<file path="config.mk">
export PLATFORM = sky130hd
export DESIGN_NAME = pfd_top
export DESIGN_NICKNAME = d
export VERILOG_FILES = /design/src/rtl/pfd_pkg.sv /design/src/rtl/pfd_datapath.sv /design/src/rtl/pfd_control.sv /design/src/rtl/pfd_top.sv
export SDC_FILE = /design/constraint.sdc
export NUM_CORES = 1
export LEC_CHECK = 0
export BUFFER_PORTS_ARGS = -buffer_cell sky130_fd_sc_hd__clkbuf_2
export CAP_MARGIN = 20
export CORE_AREA = 10 10 47 49
export DETAILED_ROUTE_END_ITERATION = 16
export DIE_AREA = 0 0 57 59
export PLACE_DENSITY_LB_ADDON = 0.08
export SKIP_LAST_GASP = 1
export SLEW_MARGIN = 20
export SYNTH_ARGS = -nofsm -noshare
export SYNTH_HDL_FRONTEND = slang
export SYNTH_SLANG_ARGS = --single-unit
export TNS_END_PERCENT = 100
</file>
<file path="constraint.sdc">
create_clock -name clk -period 2.41 [get_ports clk]
set_input_delay 0.3615 -clock clk [delete_from_list [all_inputs] [get_ports clk]]
set_output_delay 0.3615 -clock clk [all_outputs]
set_load 0.01 [all_outputs]
</file>
<file path="src/rtl/pfd_pkg.sv">
package pfd_pkg;
  // Strobes from control to datapath
  typedef struct packed {
    logic clrPair;    // both states set: clear both, end the comparison
    logic holdWidth;  // keep the width counter (unused bit reserved as 0 when clearing)
  } pfdStrobe_t;

  // State reported by the datapath
  typedef struct packed {
    logic upSet;
    logic dnSet;
  } pfdState_t;
endpackage

</file>
<file path="src/rtl/pfd_datapath.sv">
module pfd_datapath
  import pfd_pkg::*;
#(
  parameter int NARROW_MAX = 1,
  localparam int WW = $clog2(NARROW_MAX + 2)
) (
  input  logic          clk,
  input  logic          rstN,
  input  logic          refIn,
  input  logic          fbIn,
  input  logic          polSwap,
  input  pfdStrobe_t    strobe,
  output pfdState_t     state,
  output logic [WW-1:0] errWidth,
  output logic          driveHigh,
  output logic          driveLow
);
  localparam logic [WW-1:0] WIDTH_SAT = WW'(NARROW_MAX + 1);

  logic refPrev, fbPrev;
  logic refEdge, fbEdge;
  logic aEdge, bEdge;
  logic upQ, dnQ;

  always_ff @(posedge clk) begin
    if (!rstN) begin
      refPrev <= 1'b0;
      fbPrev  <= 1'b0;
    end else begin
      refPrev <= refIn;
      fbPrev  <= fbIn;
    end
  end

  assign refEdge = refIn & ~refPrev;
  assign fbEdge  = fbIn & ~fbPrev;

  // Polarity select exchanges which input sets the "up" state
  assign aEdge = polSwap ? fbEdge : refEdge;
  assign bEdge = polSwap ? refEdge : fbEdge;

  always_ff @(posedge clk) begin
    if (!rstN) begin
      upQ <= 1'b0;
      dnQ <= 1'b0;
    end else begin
      upQ <= (upQ & ~strobe.clrPair) | aEdge;
      dnQ <= (dnQ & ~strobe.clrPair) | bEdge;
    end
  end

  always_ff @(posedge clk) begin
    if (!rstN) begin
      errWidth <= '0;
    end else if (strobe.clrPair) begin
      errWidth <= '0;
    end else if ((upQ ^ dnQ) && !strobe.holdWidth && errWidth != WIDTH_SAT) begin
      errWidth <= errWidth + 1'b1;
    end
  end

  assign state.upSet = upQ;
  assign state.dnSet = dnQ;
  assign driveHigh   = upQ & ~dnQ;
  assign driveLow    = dnQ & ~upQ;

  a_r2_up_from_edge: assert property (@(posedge clk) disable iff (!rstN)
    (!upQ && aEdge) |=> upQ);
  a_r6_pair_cleared: assert property (@(posedge clk) disable iff (!rstN)
    (upQ && dnQ && !aEdge && !bEdge) |=> (!upQ && !dnQ));
  a_r8_drive_held: assert property (@(posedge clk) disable iff (!rstN)
    (upQ && !dnQ && !bEdge) |=> (upQ && !dnQ));
endmodule

</file>
<file path="src/rtl/pfd_control.sv">
module pfd_control
  import pfd_pkg::*;
#(
  parameter int NARROW_MAX   = 1,
  parameter int LOCK_PERIODS = 4,
  localparam int WW = $clog2(NARROW_MAX + 2),
  localparam int CW = $clog2(LOCK_PERIODS + 1)
) (
  input  logic          clk,
  input  logic          rstN,
  input  pfdState_t     state,
  input  logic [WW-1:0] errWidth,
  output pfdStrobe_t    strobe,
  output logic          lockOut
);
  localparam logic [WW-1:0] NARROW_LIM = WW'(NARROW_MAX);
  localparam logic [CW-1:0] LOCK_LIM   = CW'(LOCK_PERIODS);

  logic periodDone, narrowDone, pulseWide;
  logic [CW-1:0] lockCnt;

  assign periodDone = state.upSet & state.dnSet;
  assign narrowDone = periodDone && (errWidth <= NARROW_LIM);
  assign pulseWide  = (state.upSet ^ state.dnSet) && (errWidth >= NARROW_LIM);

  assign strobe.clrPair   = periodDone;
  assign strobe.holdWidth = 1'b0;

  always_ff @(posedge clk) begin
    if (!rstN) begin
      lockCnt <= '0;
    end else if (pulseWide || (periodDone && !narrowDone)) begin
      lockCnt <= '0;
    end else if (narrowDone && lockCnt != LOCK_LIM) begin
      lockCnt <= lockCnt + 1'b1;
    end
  end

  assign lockOut = (lockCnt == LOCK_LIM);

  a_r9_lock_after_narrow: assert property (@(posedge clk) disable iff (!rstN)
    $rose(lockOut) |-> $past(narrowDone));
  a_r10_lock_drop: assert property (@(posedge clk) disable iff (!rstN)
    (lockOut && pulseWide) |=> !lockOut);
endmodule

</file>
<file path="src/rtl/pfd_top.sv">
module pfd_top
  import pfd_pkg::*;
#(
  parameter int NARROW_MAX   = 1,
  parameter int LOCK_PERIODS = 4
) (
  input  logic clk,
  input  logic rstN,
  input  logic refIn,
  input  logic fbIn,
  input  logic polSwap,
  output logic padDriveHigh,
  output logic padDriveLow,
  output logic lockFlag
);
  localparam int WW = $clog2(NARROW_MAX + 2);

  pfdStrobe_t    strobe;
  pfdState_t     state;
  logic [WW-1:0] errWidth;

  pfd_datapath #(.NARROW_MAX(NARROW_MAX)) uDatapath (
    .clk(clk), .rstN(rstN), .refIn(refIn), .fbIn(fbIn), .polSwap(polSwap),
    .strobe(strobe), .state(state), .errWidth(errWidth),
    .driveHigh(padDriveHigh), .driveLow(padDriveLow)
  );

  pfd_control #(.NARROW_MAX(NARROW_MAX), .LOCK_PERIODS(LOCK_PERIODS)) uControl (
    .clk(clk), .rstN(rstN), .state(state), .errWidth(errWidth),
    .strobe(strobe), .lockOut(lockFlag)
  );

  a_r7_single_drive: assert property (@(posedge clk) disable iff (!rstN)
    !(padDriveHigh && padDriveLow));
  a_r1_reset_quiet: assert property (@(posedge clk)
    !rstN |=> (!padDriveHigh && !padDriveLow && !lockFlag));
endmodule

</file>
Word level (Yosys, flattened, before mapping)
Index checks and enable logic that the tools add are counted.
{ "totals": {"register_bits": 9, "in_bits": 5, "output_inout_bits": 3, "word_cells": 40} }
{ "classes": {"addsub": 2, "order_cmp": 2, "n_eq_ne": 3, "muxes": 2, "bitwise": 16, "n_reduce_logical": 9} }
{ "op_table": {"columns": ["cell", "count"], "rows": [
  ["$and A1 B1 Y1", 7],
  ["$not A1 Y1", 6],
  ["$logic_and A1 B1 Y1", 5],
  ["$reduce_or A2 Y1", 2],
  ["$add A3 B1 Y3 const B", 1],
  ["$eq A3 B3 Y1 const B", 1],
  ["$ne A3 B3 Y1 const B", 1],
  ["$add A2 B1 Y2 const B", 1],
  ["$ge A2 B1 Y1 const B", 1],
  ["$le A2 B1 Y1 const B", 1],
  ["$mux W1", 2],
  ["$ne A2 B2 Y1 const B", 1],
  ["$or A1 B1 Y1", 2],
  ["$logic_not A1 Y1", 1],
  ["$logic_or A1 B1 Y1", 1],
  ["$xor A1 B1 Y1", 1]
]} }

Longest topological paths before layout
{ "logic_depth": {"word_depth": 6, "ltp_mapped": 6, "ltp_nobuf": 6} }

Modules after synthesis
Synthesis repeated with hierarchy kept, for this count alone.
{ "hier_totals": {"cells_unflattened": 57, "area_unflattened_um2": 510.5} }
{ "by_module_without_submodules": {"columns": ["mod", "n_inst", "cells_per_inst", "area_each_um2", "seq_area_each_um2"], "rows": [
  ["pfd_datapath", 1, 31, 297.8, 120.1],
  ["pfd_control", 1, 26, 212.7, 60.1]
]} }

Worst setup path after synthesis
OpenSTA, ideal clock, no wires.
{ "synth_path": {"kind": "register to register", "from": "register uControl.lockCnt[0]", "to": "register uControl.lockCnt[1]", "setup_ns": 0.126, "arrival_ns": 1.050, "required_ns": 2.284, "slack_ns": 1.234, "stages_incl_launch_ff": 7, "n_path_buf": 0, "synth_period_minus_slack_ns": 1.176, "cell_sequence": "dfxtp_1 inv_1 ha_1 nand2_1 inv_2 o31ai_1 a21oi_1"} }
{ "synth_between": {"elab_chain_len": 2, "elab_cells_between_ends": 3, "classes_between": "add/sub: 1; eq/ne: 1; reduce/logical: 1"} }
{ "synth_lines": {"columns": ["element", "line_no", "source"], "rows": [
  ["start: declaration", "pfd_control.sv:20", "logic [CW-1:0] lockCnt;"],
  ["start signal: assignment", "pfd_control.sv:35", "lockCnt <= lockCnt + 1'b1;"],
  ["parallel branches: the longest is 2 deep, another holds $add A3 B1 Y3", null, null]
]} }
Parallel ways; which one is timed is not known.
A chain may end at the register's enable or synchronous reset.

Worst setup path in the final report
{ "layout_path": {"from": "register uControl.lockCnt[0]", "to": "output lockFlag"} }
{ "layout_between": {"elab_chain_len": 1} }
{ "layout_lines": {"columns": ["element", "line_no", "source"], "rows": [
  ["$eq A3 B3 Y1", "pfd_control.sv:39", "assign lockOut = (lockCnt == LOCK_LIM);"],
  ["end: declaration", "pfd_top.sv:14", "output logic lockFlag"]
]} }
Every way passes these cells.

==> impl_metrics.toml <==
[sta]
rsz0062_at_grt = "no"
fmax_mhz = 634
worst_slew_pin_slew_ns = 0.261
tns_ns = 0
slew_viol_final = 0
setup_violations = 0
skew_ns = 0.00707
finalHoldViolCount = 0
final.period_utilization_pct = 65.4
worst_slack_ns = 0.833
whs_ns = 0.335
slew-limit-headroom_pct = 82.6
fin_crit_ns = 1.58

[floorplanning]
core_area_um2 = 1400
dieWidth_um = 57
die-area_um2 = 3360
io_pins = 8
rows = 14
die_y_um = 59
initial_utilization_pct = 36.5

[clock_tree]
clock_latency_ns = 0.26
tritoncts = "done"
cts-root-buf = "clkbuf_4"
cts_setup_buffers = 0
cts_sinks = 9
cts_resized = 0
htree_levels = 1
clk_pin_slew_ns = 0.06
ctsHoldBuffers = 0
clockBufferDepth = 2
numCtsBuffers = 3

[setup_path]
cp_cell_sequence = "inv_1, ha_1, nand2_1, inv_2, clkbuf_2"
crit_type = "reg -> out"
cp_max_fo = 3
crit_slowest_cell = "dfxtp_1"
crit_family = "flip-flops"
critPathCaptureType = "output port"
critical_path_arrival_ns = 1.22
cp-start-kind = "register"
crit_path_max_incr_delay_ns = 0.36
critPathBufInv = 3
required_ns = 2.05

[logic_synthesis]
synthTopCellsByCount = "dfxtp_1 (9), ha_1 (8), inv_1 (6)"
ys.flop_type = "dfxtp_1"
yosysTopAreaCellShare_pct = 35.2
synth.avg_cell_area_um2 = 9.48
ys_ff_latch = 9
synth.most_common_cell = "dfxtp_1"
syn-instance-count = 54
synth_nets = 67
ys_warn_count = 0
syn_area_um2 = 512
synth-edff-count = 0
ys_async_sr_fraction_pct = 0
synth_top_cell_by_area = "dfxtp_1"
ys_types = 21
ys_top_cells_by_area = "dfxtp_1 (35%), ha_1 (20%), inv_1 (4.4%)"
yosysSeqAreaShare_pct = 35.2

[drt]
routedWlPerCell_um = 12.5
ant_nets = 0
vias_per_cell = 4.81
vias = 390
routed_wl_um = 1010
initialDrtViolationCount = 6
drc = 0
firstDrtPassIters = 4

[power]
switching_share_pct = 28.0
p_int_mw = 0.260
pwr-share-clk_pct = 31.9
seqPwrFrac_pct = 47.1
ir_worst_vdd_mv = 0.277
p_total_mw = 0.362
leakagePower_nw = 0.251
cellPowerDensity_nw_per_um2 = 610
netSwitchingPower_mw = 0.101
combPwrFrac_pct = 21.1

[global_route]
overflow = 0
antenna_found_initial = 0
grt_pass1_vias = 402
grt.busiest_layer = "met2"
gr-usage-all-layers_pct = 6.78
grt_max_degree = 7
grt_util_met3_pct = 2.15
gr-usage-met1_pct = 8.57
met2_usage_pct = 9.30
grt_pass1_wl_um = 1780

[place]
place_congestion = 0.782
dp_hpwl_um = 803
port_buffers = 7
place_ws_ns = 1.11

[cells_and_area]
nets = 79
drive_gt1_share_pct = 24.6
fill_cells = 171
area_growth_pct = 15.9
insertedDiodeCount = 0

[hold_path]
hold_path_class = "in -> reg"

[outcome]
status = "complete, no violations"

[job]
drv_cap = 0
-- metal layers --
metal	vias to the layer above	routed length, um
met1	176	516
met2	3	445
met4	0	8
li1	209	-
met3	2	39
met5	-	0
-- cell type report --
class                      instances  area (um2)  area share, %
inverter                           8        30.0           5.06
multi-input combinational         37         302           50.8
tap                               16        20.0           3.38
sequential                         9         180           30.4
clock buffer                       4        26.3           4.43
timing repair buffer               7        35.0           5.91
-- cells in the final DEF, fill, tap and decap left out --
cell type / count
xnor2_1: 1
nor3b_1: 2
o31ai_1: 2
nand2_1: 4
nand2b_1: 1
inv_2: 2
o31a_1: 2
nand4_1: 2
inv_1: 6
o21ai_0: 1
a21oi_1: 3
ha_1: 8
and3b_1: 2
clkbuf_4: 3
and2_1: 2
nor2_1: 2
a211oi_2: 1
nor3_2: 1
clkbuf_1: 1
clkbuf_2: 7
o221ai_2: 1
and2b_4: 1
dfxtp_1: 9
a31oi_1: 1
-- cell families after synthesis --
logic type	synth area share, %
adders and majority gates	19.6
xor gates and xnor gates	1.71
and+or+nand+nor	20.8
buffers and inverters	5.87
AOI/OAI and AO/OA	16.9
DFF	35.2
-- power by group through the flow --
stage               Combinational [mW]  Clock, mW  Sequential [mW]
floorplan                       0.0576          0            0.172
global placement                0.0764          0            0.174
detailed placement              0.0759          0            0.174
CTS                             0.0770      0.124            0.171
global route                    0.0892      0.131            0.173
finish                          0.0763      0.115            0.170
-- state kept, by name, summed over array words and instances (netlist names) --
register and flops:
uControl.lockCnt 3, uDatapath.errWidth 2, uDatapath.dnQ 1, uDatapath.fbPrev 1, uDatapath.refPrev 1, uDatapath.upQ 1
-- stage by stage --
stage                     utilization [%]  instances  area [um2]
after global routing                 42.3         81         593
after CTS                            42.3         81         593
after floorplan                         -         54         512
after detailed placement             40.4         77         567
final                                42.3         81         593
after global placement               40.4         77         567
-- worst paths after layout --
path	startpoint	to	slack (ns)	cells after the start
max	uControl.lockCnt[0]$_SDFFE_PP0P_	lockFlag	0.83	5
min	fbIn	uDatapath.fbPrev$_SDFF_PN0_	0.34	2
max reg2reg	uDatapath.errWidth[1]$_SDFFE_PP0P_	uControl.lockCnt[1]$_SDFFE_PP0P_	1.10	5
min reg2reg	uControl.lockCnt[2]$_SDFFE_PP0P_	uControl.lockCnt[2]$_SDFFE_PP0P_	0.49	1
Power figures use the tool's default switching activity.
